`src/rtl/bb_pkg.sv`:
```
package bb_pkg;

    localparam int BB_ADDR_W = 32;
    localparam int BB_DATA_W = 32;
    localparam int BB_LANE_W = $clog2(BB_DATA_W);

    typedef enum logic [2:0] {
        ST_IDLE     = 3'd0,
        ST_FWD_REQ  = 3'd1,
        ST_FWD_WAIT = 3'd2,
        ST_BB_RD    = 3'd3,
        ST_BB_WAIT  = 3'd4,
        ST_BB_WB    = 3'd5,
        ST_RESP     = 3'd6
    } bb_state_e;

    typedef struct packed {
        logic                 hit;
        logic [BB_ADDR_W-1:0] taddr;
        logic [BB_LANE_W-1:0] lane_bit;
    } bb_xlate_t;

endpackage

```
`src/rtl/bb_alias_decode.sv`:
```
module bb_alias_decode
    import bb_pkg::*;
#(
    parameter int NUM_WIN   = 2,
    parameter int SPAN_LOG2 = 25,
    parameter logic [NUM_WIN*BB_ADDR_W-1:0] ALIAS_BASES  = {32'h4200_0000, 32'h2200_0000},
    parameter logic [NUM_WIN*BB_ADDR_W-1:0] TARGET_BASES = {32'h4000_0000, 32'h2000_0000}
) (
    input  logic [BB_ADDR_W-1:2] word_addr,
    input  logic [1:0]           size,
    output bb_xlate_t            xl
);

    localparam int HI_W  = BB_ADDR_W - SPAN_LOG2;
    localparam int OFF_W = SPAN_LOG2 - 5;

    logic [NUM_WIN-1:0]   hit_vec;
    logic [BB_ADDR_W-1:0] raw_vec [NUM_WIN];
    logic [BB_ADDR_W-1:0] raw;

    // one comparator and one base merge per window
    for (genvar w = 0; w < NUM_WIN; w++) begin : g_win
        assign hit_vec[w] = (word_addr[BB_ADDR_W-1:SPAN_LOG2] ==
                             ALIAS_BASES[w*BB_ADDR_W+SPAN_LOG2 +: HI_W]);
        assign raw_vec[w] = TARGET_BASES[w*BB_ADDR_W +: BB_ADDR_W] |
                            {{(BB_ADDR_W-OFF_W){1'b0}}, word_addr[SPAN_LOG2-1:5]};
    end

    // lowest-numbered window wins if windows were ever configured to overlap
    always_comb begin
        raw = '0;
        for (int i = NUM_WIN - 1; i >= 0; i--) begin
            if (hit_vec[i]) begin
                raw = raw_vec[i];
            end
        end
    end

    // alignment per size and bus bit position of the selected bit
    always_comb begin
        xl.hit = |hit_vec;
        unique case (size)
            2'b00: begin
                xl.taddr    = raw;
                xl.lane_bit = {raw[1:0], word_addr[4:2]};
            end
            2'b01: begin
                xl.taddr    = {raw[BB_ADDR_W-1:1], 1'b0};
                xl.lane_bit = {raw[1], word_addr[5:2]};
            end
            default: begin
                xl.taddr    = {raw[BB_ADDR_W-1:2], 2'b00};
                xl.lane_bit = word_addr[6:2];
            end
        endcase
    end

endmodule

```
`src/rtl/bb_bit_merge.sv`:
```
module bb_bit_merge
    import bb_pkg::*;
(
    input  logic [BB_DATA_W-1:0] rdata,
    input  logic [BB_LANE_W-1:0] lane_bit,
    input  logic                 set_val,
    output logic                 bit_out,
    output logic [BB_DATA_W-1:0] merged
);

    logic [BB_DATA_W-1:0] mask;

    always_comb begin
        mask    = {{(BB_DATA_W-1){1'b0}}, 1'b1} << lane_bit;
        bit_out = |(rdata & mask);
        merged  = set_val ? (rdata | mask) : (rdata & ~mask);
    end

endmodule

```
`src/rtl/bitband_bridge.sv`:
```
module bitband_bridge
    import bb_pkg::*;
#(
    parameter int NUM_WIN   = 2,
    parameter int SPAN_LOG2 = 25,
    parameter logic [NUM_WIN*BB_ADDR_W-1:0] ALIAS_BASES  = {32'h4200_0000, 32'h2200_0000},
    parameter logic [NUM_WIN*BB_ADDR_W-1:0] TARGET_BASES = {32'h4000_0000, 32'h2000_0000}
) (
    input  logic                 clk,
    input  logic                 rst_n,
    input  logic                 up_req_valid,
    output logic                 up_req_ready,
    input  logic [BB_ADDR_W-1:0] up_req_addr,
    input  logic                 up_req_write,
    input  logic [1:0]           up_req_size,
    input  logic [BB_DATA_W-1:0] up_req_wdata,
    output logic                 up_rsp_valid,
    input  logic                 up_rsp_ready,
    output logic [BB_DATA_W-1:0] up_rsp_rdata,
    output logic                 dn_req_valid,
    input  logic                 dn_req_ready,
    output logic [BB_ADDR_W-1:0] dn_req_addr,
    output logic                 dn_req_write,
    output logic [1:0]           dn_req_size,
    output logic [BB_DATA_W-1:0] dn_req_wdata,
    input  logic                 dn_rsp_valid,
    output logic                 dn_rsp_ready,
    input  logic [BB_DATA_W-1:0] dn_rsp_rdata
);

    bb_state_e            state_q, state_nxt;
    bb_xlate_t            in_xl;
    logic [BB_ADDR_W-1:0] req_addr_q;
    logic [BB_ADDR_W-1:0] tgt_addr_q;
    logic [BB_LANE_W-1:0] lane_bit_q;
    logic [1:0]           req_size_q;
    logic                 req_write_q;
    logic [BB_DATA_W-1:0] req_wdata_q;
    logic [BB_DATA_W-1:0] data_q;
    logic                 sel_bit;
    logic [BB_DATA_W-1:0] merged;
    logic                 up_acc;

    bb_alias_decode #(
        .NUM_WIN      (NUM_WIN),
        .SPAN_LOG2    (SPAN_LOG2),
        .ALIAS_BASES  (ALIAS_BASES),
        .TARGET_BASES (TARGET_BASES)
    ) u_decode (
        .word_addr (up_req_addr[BB_ADDR_W-1:2]),
        .size      (up_req_size),
        .xl        (in_xl)
    );

    bb_bit_merge u_merge (
        .rdata    (dn_rsp_rdata),
        .lane_bit (lane_bit_q),
        .set_val  (req_wdata_q[0]),
        .bit_out  (sel_bit),
        .merged   (merged)
    );

    assign up_acc = (state_q == ST_IDLE) && up_req_valid;

    // state register
    always_ff @(posedge clk or negedge rst_n) begin
        if (!rst_n) begin
            state_q <= ST_IDLE;
        end else begin
            state_q <= state_nxt;
        end
    end

    // transitions
    always_comb begin
        state_nxt = state_q;
        unique case (state_q)
            ST_IDLE: begin
                if (up_req_valid) begin
                    state_nxt = in_xl.hit ? ST_BB_RD : ST_FWD_REQ;
                end
            end
            ST_FWD_REQ: begin
                if (dn_req_ready) begin
                    state_nxt = req_write_q ? ST_RESP : ST_FWD_WAIT;
                end
            end
            ST_FWD_WAIT: begin
                if (dn_rsp_valid) begin
                    state_nxt = ST_RESP;
                end
            end
            ST_BB_RD: begin
                if (dn_req_ready) begin
                    state_nxt = ST_BB_WAIT;
                end
            end
            ST_BB_WAIT: begin
                if (dn_rsp_valid) begin
                    state_nxt = req_write_q ? ST_BB_WB : ST_RESP;
                end
            end
            ST_BB_WB: begin
                if (dn_req_ready) begin
                    state_nxt = ST_RESP;
                end
            end
            ST_RESP: begin
                if (up_rsp_ready) begin
                    state_nxt = ST_IDLE;
                end
            end
            default: state_nxt = ST_IDLE;
        endcase
    end

    // outputs
    always_comb begin
        up_req_ready = 1'b0;
        up_rsp_valid = 1'b0;
        up_rsp_rdata = '0;
        dn_req_valid = 1'b0;
        dn_req_addr  = '0;
        dn_req_write = 1'b0;
        dn_req_size  = req_size_q;
        dn_req_wdata = '0;
        dn_rsp_ready = 1'b0;
        unique case (state_q)
            ST_IDLE: up_req_ready = 1'b1;
            ST_FWD_REQ: begin
                dn_req_valid = 1'b1;
                dn_req_addr  = req_addr_q;
                dn_req_write = req_write_q;
                dn_req_wdata = req_wdata_q;
            end
            ST_FWD_WAIT: dn_rsp_ready = 1'b1;
            ST_BB_RD: begin
                dn_req_valid = 1'b1;
                dn_req_addr  = tgt_addr_q;
            end
            ST_BB_WAIT: dn_rsp_ready = 1'b1;
            ST_BB_WB: begin
                dn_req_valid = 1'b1;
                dn_req_addr  = tgt_addr_q;
                dn_req_write = 1'b1;
                dn_req_wdata = data_q;
            end
            ST_RESP: begin
                up_rsp_valid = 1'b1;
                up_rsp_rdata = data_q;
            end
            default: ;
        endcase
    end

    // request capture and data register
    always_ff @(posedge clk or negedge rst_n) begin
        if (!rst_n) begin
            req_addr_q  <= '0;
            tgt_addr_q  <= '0;
            lane_bit_q  <= '0;
            req_size_q  <= '0;
            req_write_q <= 1'b0;
            req_wdata_q <= '0;
            data_q      <= '0;
        end else begin
            if (up_acc) begin
                req_addr_q  <= up_req_addr;
                tgt_addr_q  <= in_xl.taddr;
                lane_bit_q  <= in_xl.lane_bit;
                req_size_q  <= up_req_size;
                req_write_q <= up_req_write;
                req_wdata_q <= up_req_wdata;
            end
            unique case (state_q)
                ST_FWD_REQ: begin
                    if (dn_req_ready && req_write_q) begin
                        data_q <= '0;
                    end
                end
                ST_FWD_WAIT: begin
                    if (dn_rsp_valid) begin
                        data_q <= dn_rsp_rdata;
                    end
                end
                ST_BB_WAIT: begin
                    if (dn_rsp_valid) begin
                        data_q <= req_write_q ? merged
                                              : {{(BB_DATA_W-1){1'b0}}, sel_bit};
                    end
                end
                ST_BB_WB: begin
                    if (dn_req_ready) begin
                        data_q <= '0;
                    end
                end
                default: ;
            endcase
        end
    end

endmodule

```
`config.mk`:
```
export PLATFORM = sky130hd
export DESIGN_NAME = bitband_bridge
export DESIGN_NICKNAME = d
export VERILOG_FILES = /design/src/rtl/bb_pkg.sv /design/src/rtl/bb_alias_decode.sv /design/src/rtl/bb_bit_merge.sv /design/src/rtl/bitband_bridge.sv
export SDC_FILE = /design/constraint.sdc
export NUM_CORES = 1
export LEC_CHECK = 0
export BUFFER_PORTS_ARGS = -buffer_cell sky130_fd_sc_hd__buf_2
export CORE_MARGIN = 10
export CORE_UTILIZATION = 57
export CTS_CLUSTER_DIAMETER = 40
export DETAILED_ROUTE_END_ITERATION = 10
export HOLD_SLACK_MARGIN = 0.05
export MAX_ROUTING_LAYER = met4
export PLACE_DENSITY = 0.88
export SLEW_MARGIN = 20
export SYNTH_ARGS = -nofsm -noshare
export SYNTH_HDL_FRONTEND = slang
export SYNTH_SLANG_ARGS = --single-unit
```
`constraint.sdc`:
```
create_clock -name clk -period 2.4 [get_ports clk]
set_input_delay 0.12 -clock clk [delete_from_list [all_inputs] [get_ports clk]]
set_output_delay 0.12 -clock clk [all_outputs]
set_load 0.01 [all_outputs]
```
==> results.cfg, run 1 <==
[critical_path]
max_stage_delay_ps = 450
r2r_slack_ps = 270
cpMaxStageDelayCell = dfrtp_1
cp_cell_sequence = buf_4 > inv_1 > nor2_4 > buf_12 > a21oi_1 > nor2b_1 > buf_2
reg2regPathDepth = 6
cp_num_cells = 7
worstReg2RegEnd = data_q[11]$_DFFE_PN0P_
critPathArrivalTime_ps = 2180
startpoint_type = register
cp-startpoint = state_q[2]$_DFFE_PN0P_
worst_ep_required_time_ps = 2280
critPathBufInv = 4
endpoint_kind = output pin
cp_max_fo = 18
critPathKind = reg -> out
r2r_start = req_addr_q[3]$_DFFE_PN0P_
critPathTopFamily = buffers and inverters

[place]
gp_congestion = 1.030
dpl.hpwl_um = 17070
portBuffers = 207
pre_cts_ws_ps = 298.2

[timing]
drv_slew = 0
hold_violations = 0
slew_headroom = 0.4244
post-route-period-util = 0.9565
post-route-min-period_ps = 2296
grt_setup_unrepaired = no
fin_setup_tns_ps = 0
setup_viol = 0
fin_skew_ps = 9.881
hold_slack_ps = 70.99
worst_pin_slew_ps = 863.4
worst_slack_ps = 104.3
clock.fmax_ghz = 0.4356

[synth]
synthDistinctLibCells = 53
yosys_warnings = 0
synth_top_area_share = 0.4396
synthFlopType = dfrtp_1
synth_nets = 981
synthTopCellsByCount = 242 x nand2_1, 126 x dfrtp_1, 68 x o21ai_0
synth.top_cells.by_area = dfrtp_1 44%, nand2_1 13%, a22o_1 8.1%
avgSynthCellArea_um2 = 8.187
ys_ff_latch = 126
synthArstFlopShare = 1.000
syn-cell-area_mm2 = 0.007172
yosys.area.top_type = dfrtp_1
syn_inst = 876
synth-edff-count = 0
synth_most_common_cell = nand2_1
ys_seq_area_frac = 0.4396

[global_routing]
grt_pass1_wl_um = 41950
met2_usage = 0.5114
grt_pass1_vias = 7733
use_met3 = 0.07736
antenna_found_initial = 1
grt_max_degree = 70
top_usage_layer = met2
overflow = 0
grtUsageMet1 = 0.3472
track_usage = 0.3034

[cells_and_area]
syn_to_final_growth_pct = 36.39
drive_gt1_frac = 0.2509
register_area_mm2 = 0.003154
fillers = 801
multi_input_area_mm2 = 0.003722
nets = 1237
final_util = 0.8043

[detailed_routing]
vias = 7730
first_pass_iters = 5
drt-total-wl_um = 26570
dr.first_iter.drc_count = 767
drc = 0
drtAntennaViolNets = 0
viasPerCell = 5.887
post_drt_wl_per_cell_um = 20.24

[floorplan]
num_rows = 40
die_area_mm2 = 0.01747
die_w_um = 132.2
pin_count = 208
fp.dieH_um = 132.2
initial_core_util = 0.5897
core_area_mm2 = 0.01216

[cts]
cts_buffers = 17
cts-root-buf = clkbuf_16
clockBufferDepth = 2
cts.htree.levels = 4
clk_pin_slew_worst_paths_ps = 60
clock-sinks = 126
cts_tree = done
clk_latency_ps = 430

[min_path]
holdPathStages = 4
hold_class = in -> reg
min_from = dn_rsp_rdata[2]
whs_endpoint = data_q[2]$_DFFE_PN0P_

[outcome]
status = finished, final reports clean

[power_and_ir_drop]
leakagePower_nw = 4.997
powerDensity_mw_per_mm2 = 1103
ir_worst_vdd_uv = 718.6

[run]
maxCapViolCount = 0
[flip-flops by register name, summed over array words and instances, names as in the netlist]
signal	flops
state_q	3
req_wdata_q	32
req_addr_q	32
tgt_addr_q	22
dn_req_size	2
data_q	32
lane_bit_q	2
req_write_q	1
[routing by layer]
layer / up-vias / part of all wire
li1: 3512 / -
met2: 448 / 0.50
met1: 3694 / 0.38
met3: 76 / 0.084
met4: 0 / 0.028
met5: - / 0
[metrics by stage]
| step | power (mW) | instance area (µm²) | cells |
|---|---|---|---|
| 2_1_floorplan | 6.306 | 7172 | 876 |
| 3_3_place_gp | 7.632 | 8431 | 1211 |
| 3_5_place_dp | 7.735 | 8431 | 1211 |
| 4_1_cts | 10.63 | 9763 | 1312 |
| 5_1_grt | 11.40 | 9782 | 1313 |
| 6_report | 10.79 | 9782 | 1313 |
[power breakdown]
group | switching (mW) | internal (mW) | total [mW]
registers | 0.720 | 2.90 | 3.62
logic | 2.65 | 1.76 | 4.41
clock network | 0.955 | 1.81 | 2.76
total | 4.33 | 6.46 | 10.8
[final cells by class]
| type | count | share of cell area |
|---|---|---|
| Antenna cell | 1 | 0.0002558 |
| Clock buffer | 21 | 0.04809 |
| Sequential cell | 126 | 0.3225 |
| Timing Repair Buffer | 309 | 0.2087 |
| Tap cell | 168 | 0.02149 |
| Clock inverter | 10 | 0.01650 |
| Multi-Input combinational cell | 673 | 0.3805 |
| Inverter | 5 | 0.001919 |
[how the worst max path moves through the flow]
| stage | endpoint |
|---|---|
| 3_3_place_gp | data_q[0]$_DFFE_PN0P_ |
| 3_5_place_dp | data_q[0]$_DFFE_PN0P_ |
| 4_1_cts | dn_req_wdata[14] |
| 2_1_floorplan | req_wdata_q[10]$_DFFE_PN0P_ |
| 6_report | dn_req_addr[6] |
| 5_1_grt | dn_req_addr[19] |
[cell families after synthesis]
family / after synthesis / share of synthesized area
AOI/OAI and AO/OA: 243 / 0.2196
and+or+nand+nor: 403 / 0.2563
muxes: 27 / 0.03803
buffers and inverters: 77 / 0.04640
DFF: 126 / 0.4396
[worst min-delay path: cells and delay by family]
kind	cells	cell delay (ps)
AOI/OAI and AO/OA	3	260
buffers and inverters	1	80
[what timing repair did]
item,in CTS,in global routing
buffers inserted,1,0
endpoints found under the setup margin,19,42
pin swaps,1,0
hold buffers,69,0
hold endpoints to repair,148,0
gates resized for setup,1,4
[layout by cell type (no fill, tap or decap), types with 3 or more instances in the layout]
cell | Yosys | routed
buf_4 | 0 | 26
mux2i_1 | 25 | 25
o21ai_1 | 20 | 20
buf_6 | 0 | 4
inv_1 | 5 | 5
nor3b_1 | 3 | 3
nor2b_1 | 25 | 25
nand2_1 | 242 | 241
buf_12 | 0 | 4
a21oi_1 | 57 | 57
dlygate4sd3_1 | 0 | 69
bufinv_16 | 0 | 4
clkbuf_16 | 0 | 17
nand3_1 | 13 | 13
nor2_1 | 42 | 39
a22o_1 | 66 | 66
nand2b_1 | 8 | 8
dfrtp_1 | 126 | 125
clkbuf_8 | 0 | 3
clkinvlp_4 | 0 | 3
buf_2 | 34 | 206
and2_1 | 49 | 48
o21ai_0 | 68 | 68
a31oi_1 | 8 | 7
Note: power is estimated with default switching activity, not from simulation.
==> inputs of run 2 (changes only) <==
--- a/config.mk
+++ b/config.mk
@@ -7,12 +7,12 @@
 export LEC_CHECK = 0
 export BUFFER_PORTS_ARGS = -buffer_cell sky130_fd_sc_hd__buf_2
 export CORE_MARGIN = 10
-export CORE_UTILIZATION = 57
+export CORE_UTILIZATION = 53
 export CTS_CLUSTER_DIAMETER = 40
 export DETAILED_ROUTE_END_ITERATION = 10
 export HOLD_SLACK_MARGIN = 0.05
 export MAX_ROUTING_LAYER = met4
-export PLACE_DENSITY = 0.88
+export PLACE_DENSITY = 0.82
 export SLEW_MARGIN = 20
 export SYNTH_ARGS = -nofsm -noshare
 export SYNTH_HDL_FRONTEND = slang
==> constraint.sdc (replaced) <==
create_clock -name clk -period 2.3 [get_ports clk]
set_input_delay 0.115 -clock clk [delete_from_list [all_inputs] [get_ports clk]]
set_output_delay 0.115 -clock clk [all_outputs]
set_load 0.01 [all_outputs]
==> run 2 against run 1 <==
Cell count grew 1.1%; power increased by 0.65%; sequential share of layout area rose by 0.096 points; clock power down 11%; final area shrank 0.26%; largest cell class unchanged.
==> results.cfg, run 2 (synthesis results as in run 1) <==
[outcome]
status = finished, final reports clean

[place]
pre_cts_ws_ps = 229.7
gp_congestion = 1.084
dp_cells = 1223
portBuffers = 207
dpl.hpwl_um = 17320

[min_path]
hold_class = in -> reg

[cts]
cts_tree = done
clockBufferDepth = 2
clk_pin_slew_worst_paths_ps = 60
cts.htree.levels = 4
cts-root-buf = clkbuf_16
clock-sinks = 126
clk_latency_ps = 430
cts_buffers = 17

[global_routing]
grt_pass1_vias = 7627
track_usage = 0.2823
overflow = 0
grt_pass1_wl_um = 40610
grt_max_degree = 63
antenna_found_initial = 2

[detailed_routing]
viasPerCell = 5.735
first_pass_iters = 5
drtAntennaViolNets = 0
dr.first_iter.drc_count = 783
vias = 7611
post_drt_wl_per_cell_um = 19.62
drt-total-wl_um = 26040
drc = 0

[power_and_ir_drop]
leakagePower_nw = 4.980
pwr-share-seq = 0.342
swShare = 0.4118
ir_worst_vdd_uv = 826.0
power_mw = 10.86
intPower_mw = 6.389
powerDensity_mw_per_mm2 = 1113
p_clk_frac = 0.226
p_comb_frac = 0.432
p_switching_mw = 4.473

[critical_path]
critPathKind = reg -> out
endpoint_kind = output pin
startpoint_type = register
cp_max_fo = 20
critPathArrivalTime_ps = 2100
worst_ep_required_time_ps = 2180

[timing]
drv_slew = 0
fin_skew_ps = 13.16
worst_pin_slew_ps = 790.2
setup_viol = 0
clock.fmax_ghz = 0.4516
worst_slack_ps = 85.61
slew_headroom = 0.4732
hold_violations = 0
post-route-period-util = 0.9628
post-route-min-period_ps = 2214

[floorplan]
fp.dieH_um = 136.3
pin_count = 208
core_area_mm2 = 0.01324
initial_core_util = 0.5416
die_w_um = 136.3
num_rows = 42
die_area_mm2 = 0.01858

[cells_and_area]
syn_to_final_growth_pct = 36.04
top_regs = data_q (32), req_addr_q (32), req_wdata_q (32)
nets = 1241
layout.cells.most_common_list = 241 x nand2_1, 206 x buf_2, 124 x dfrtp_1
drive_gt1_frac = 0.2507
instances_no_fill = 1327
final_common_cell = nand2_1

[run]
maxCapViolCount = 0
## run 2: final timing paths
path                                            startpoint                         end  depth (start not counted)  slack (ps)
worst max-delay path                state_q[1]$_DFFE_PN0P_              dn_req_addr[4]                          7          90
worst min-delay path                       dn_rsp_rdata[2]       data_q[2]$_DFFE_PN0P_                          4          70
worst max register to register   req_addr_q[4]$_DFFE_PN0P_       data_q[0]$_DFFE_PN0P_                          6         230
worst min register to register  req_addr_q[31]$_DFFE_PN0P_  req_addr_q[31]$_DFFE_PN0P_                          2         470
max in group asynchronous                            rst_n      state_q[2]$_DFFE_PN0P_                          3        1360
min in group asynchronous                            rst_n  req_wdata_q[4]$_DFFE_PN0P_                          2         230
## run 2: metrics by stage
stage / hold WS, ps / util / TNS [ps] / instance area, µm²
floorplan: -180.6 / - / 0 / 7172
global placement: 127.4 / 0.6406 / 0 / 8483
detailed placement: 127.2 / 0.6406 / 0 / 8483
CTS: 57.11 / 0.7337 / 0 / 9717
global route: 102.3 / 0.7368 / -7.830 / 9757
finish: 67.90 / 0.7368 / 0 / 9757
## run 2: what timing repair did
action                     in CTS  in global routing
hold endpoints to repair      152                  0
resized for setup               2                 10
buffers inserted                0                  0
setup endpoints to repair      44                 64
gates cloned                    0                  1
hold buffers                   69                  0
## run 2: power by group through the flow
| stage | logic [mW] | clock network [mW] | registers, mW |
|---|---|---|---|
| after floorplan | 3.18 | 0 | 3.40 |
| after CTS | 4.58 | 2.46 | 3.69 |
| after global routing | 5.16 | 2.56 | 3.82 |
| final | 4.69 | 2.45 | 3.72 |
| after detailed placement | 4.44 | 0 | 3.72 |
| after global placement | 4.37 | 0 | 3.69 |
## run 2: critical path, stage by stage, from the launching register on
cell and delay (ps):
dfrtp_2 470, buf_6 200, buf_6 190, nor2_2 170, buf_4 240, a21oi_1 90, nor2b_1 140, buf_2 160
## run 2: layout make-up
| type | instances | area, µm² |
|---|---|---|
| multi-input combinational | 673 | 3717 |
| fill | 987 | 3486 |
| sequential | 126 | 3156 |
| timing repair buffer | 313 | 2105 |
| clock buffer | 27 | 503.0 |
| tap | 176 | 220.2 |
| clock inverter | 5 | 32.53 |
| inverter | 5 | 18.77 |
| antenna | 2 | 5.005 |
## run 2: routing by layer
| layer | vias to the layer above | GRT usage | share of wire |
|---|---|---|---|
| met3 | 66 | 0.05941 | 0.078 |
| met4 | 0 | 0.1225 | 0.033 |
| met5 | - | - | 0 |
| met2 | 391 | 0.4522 | 0.49 |
| li1 | 3524 | - | - |
| met1 | 3630 | 0.3381 | 0.40 |
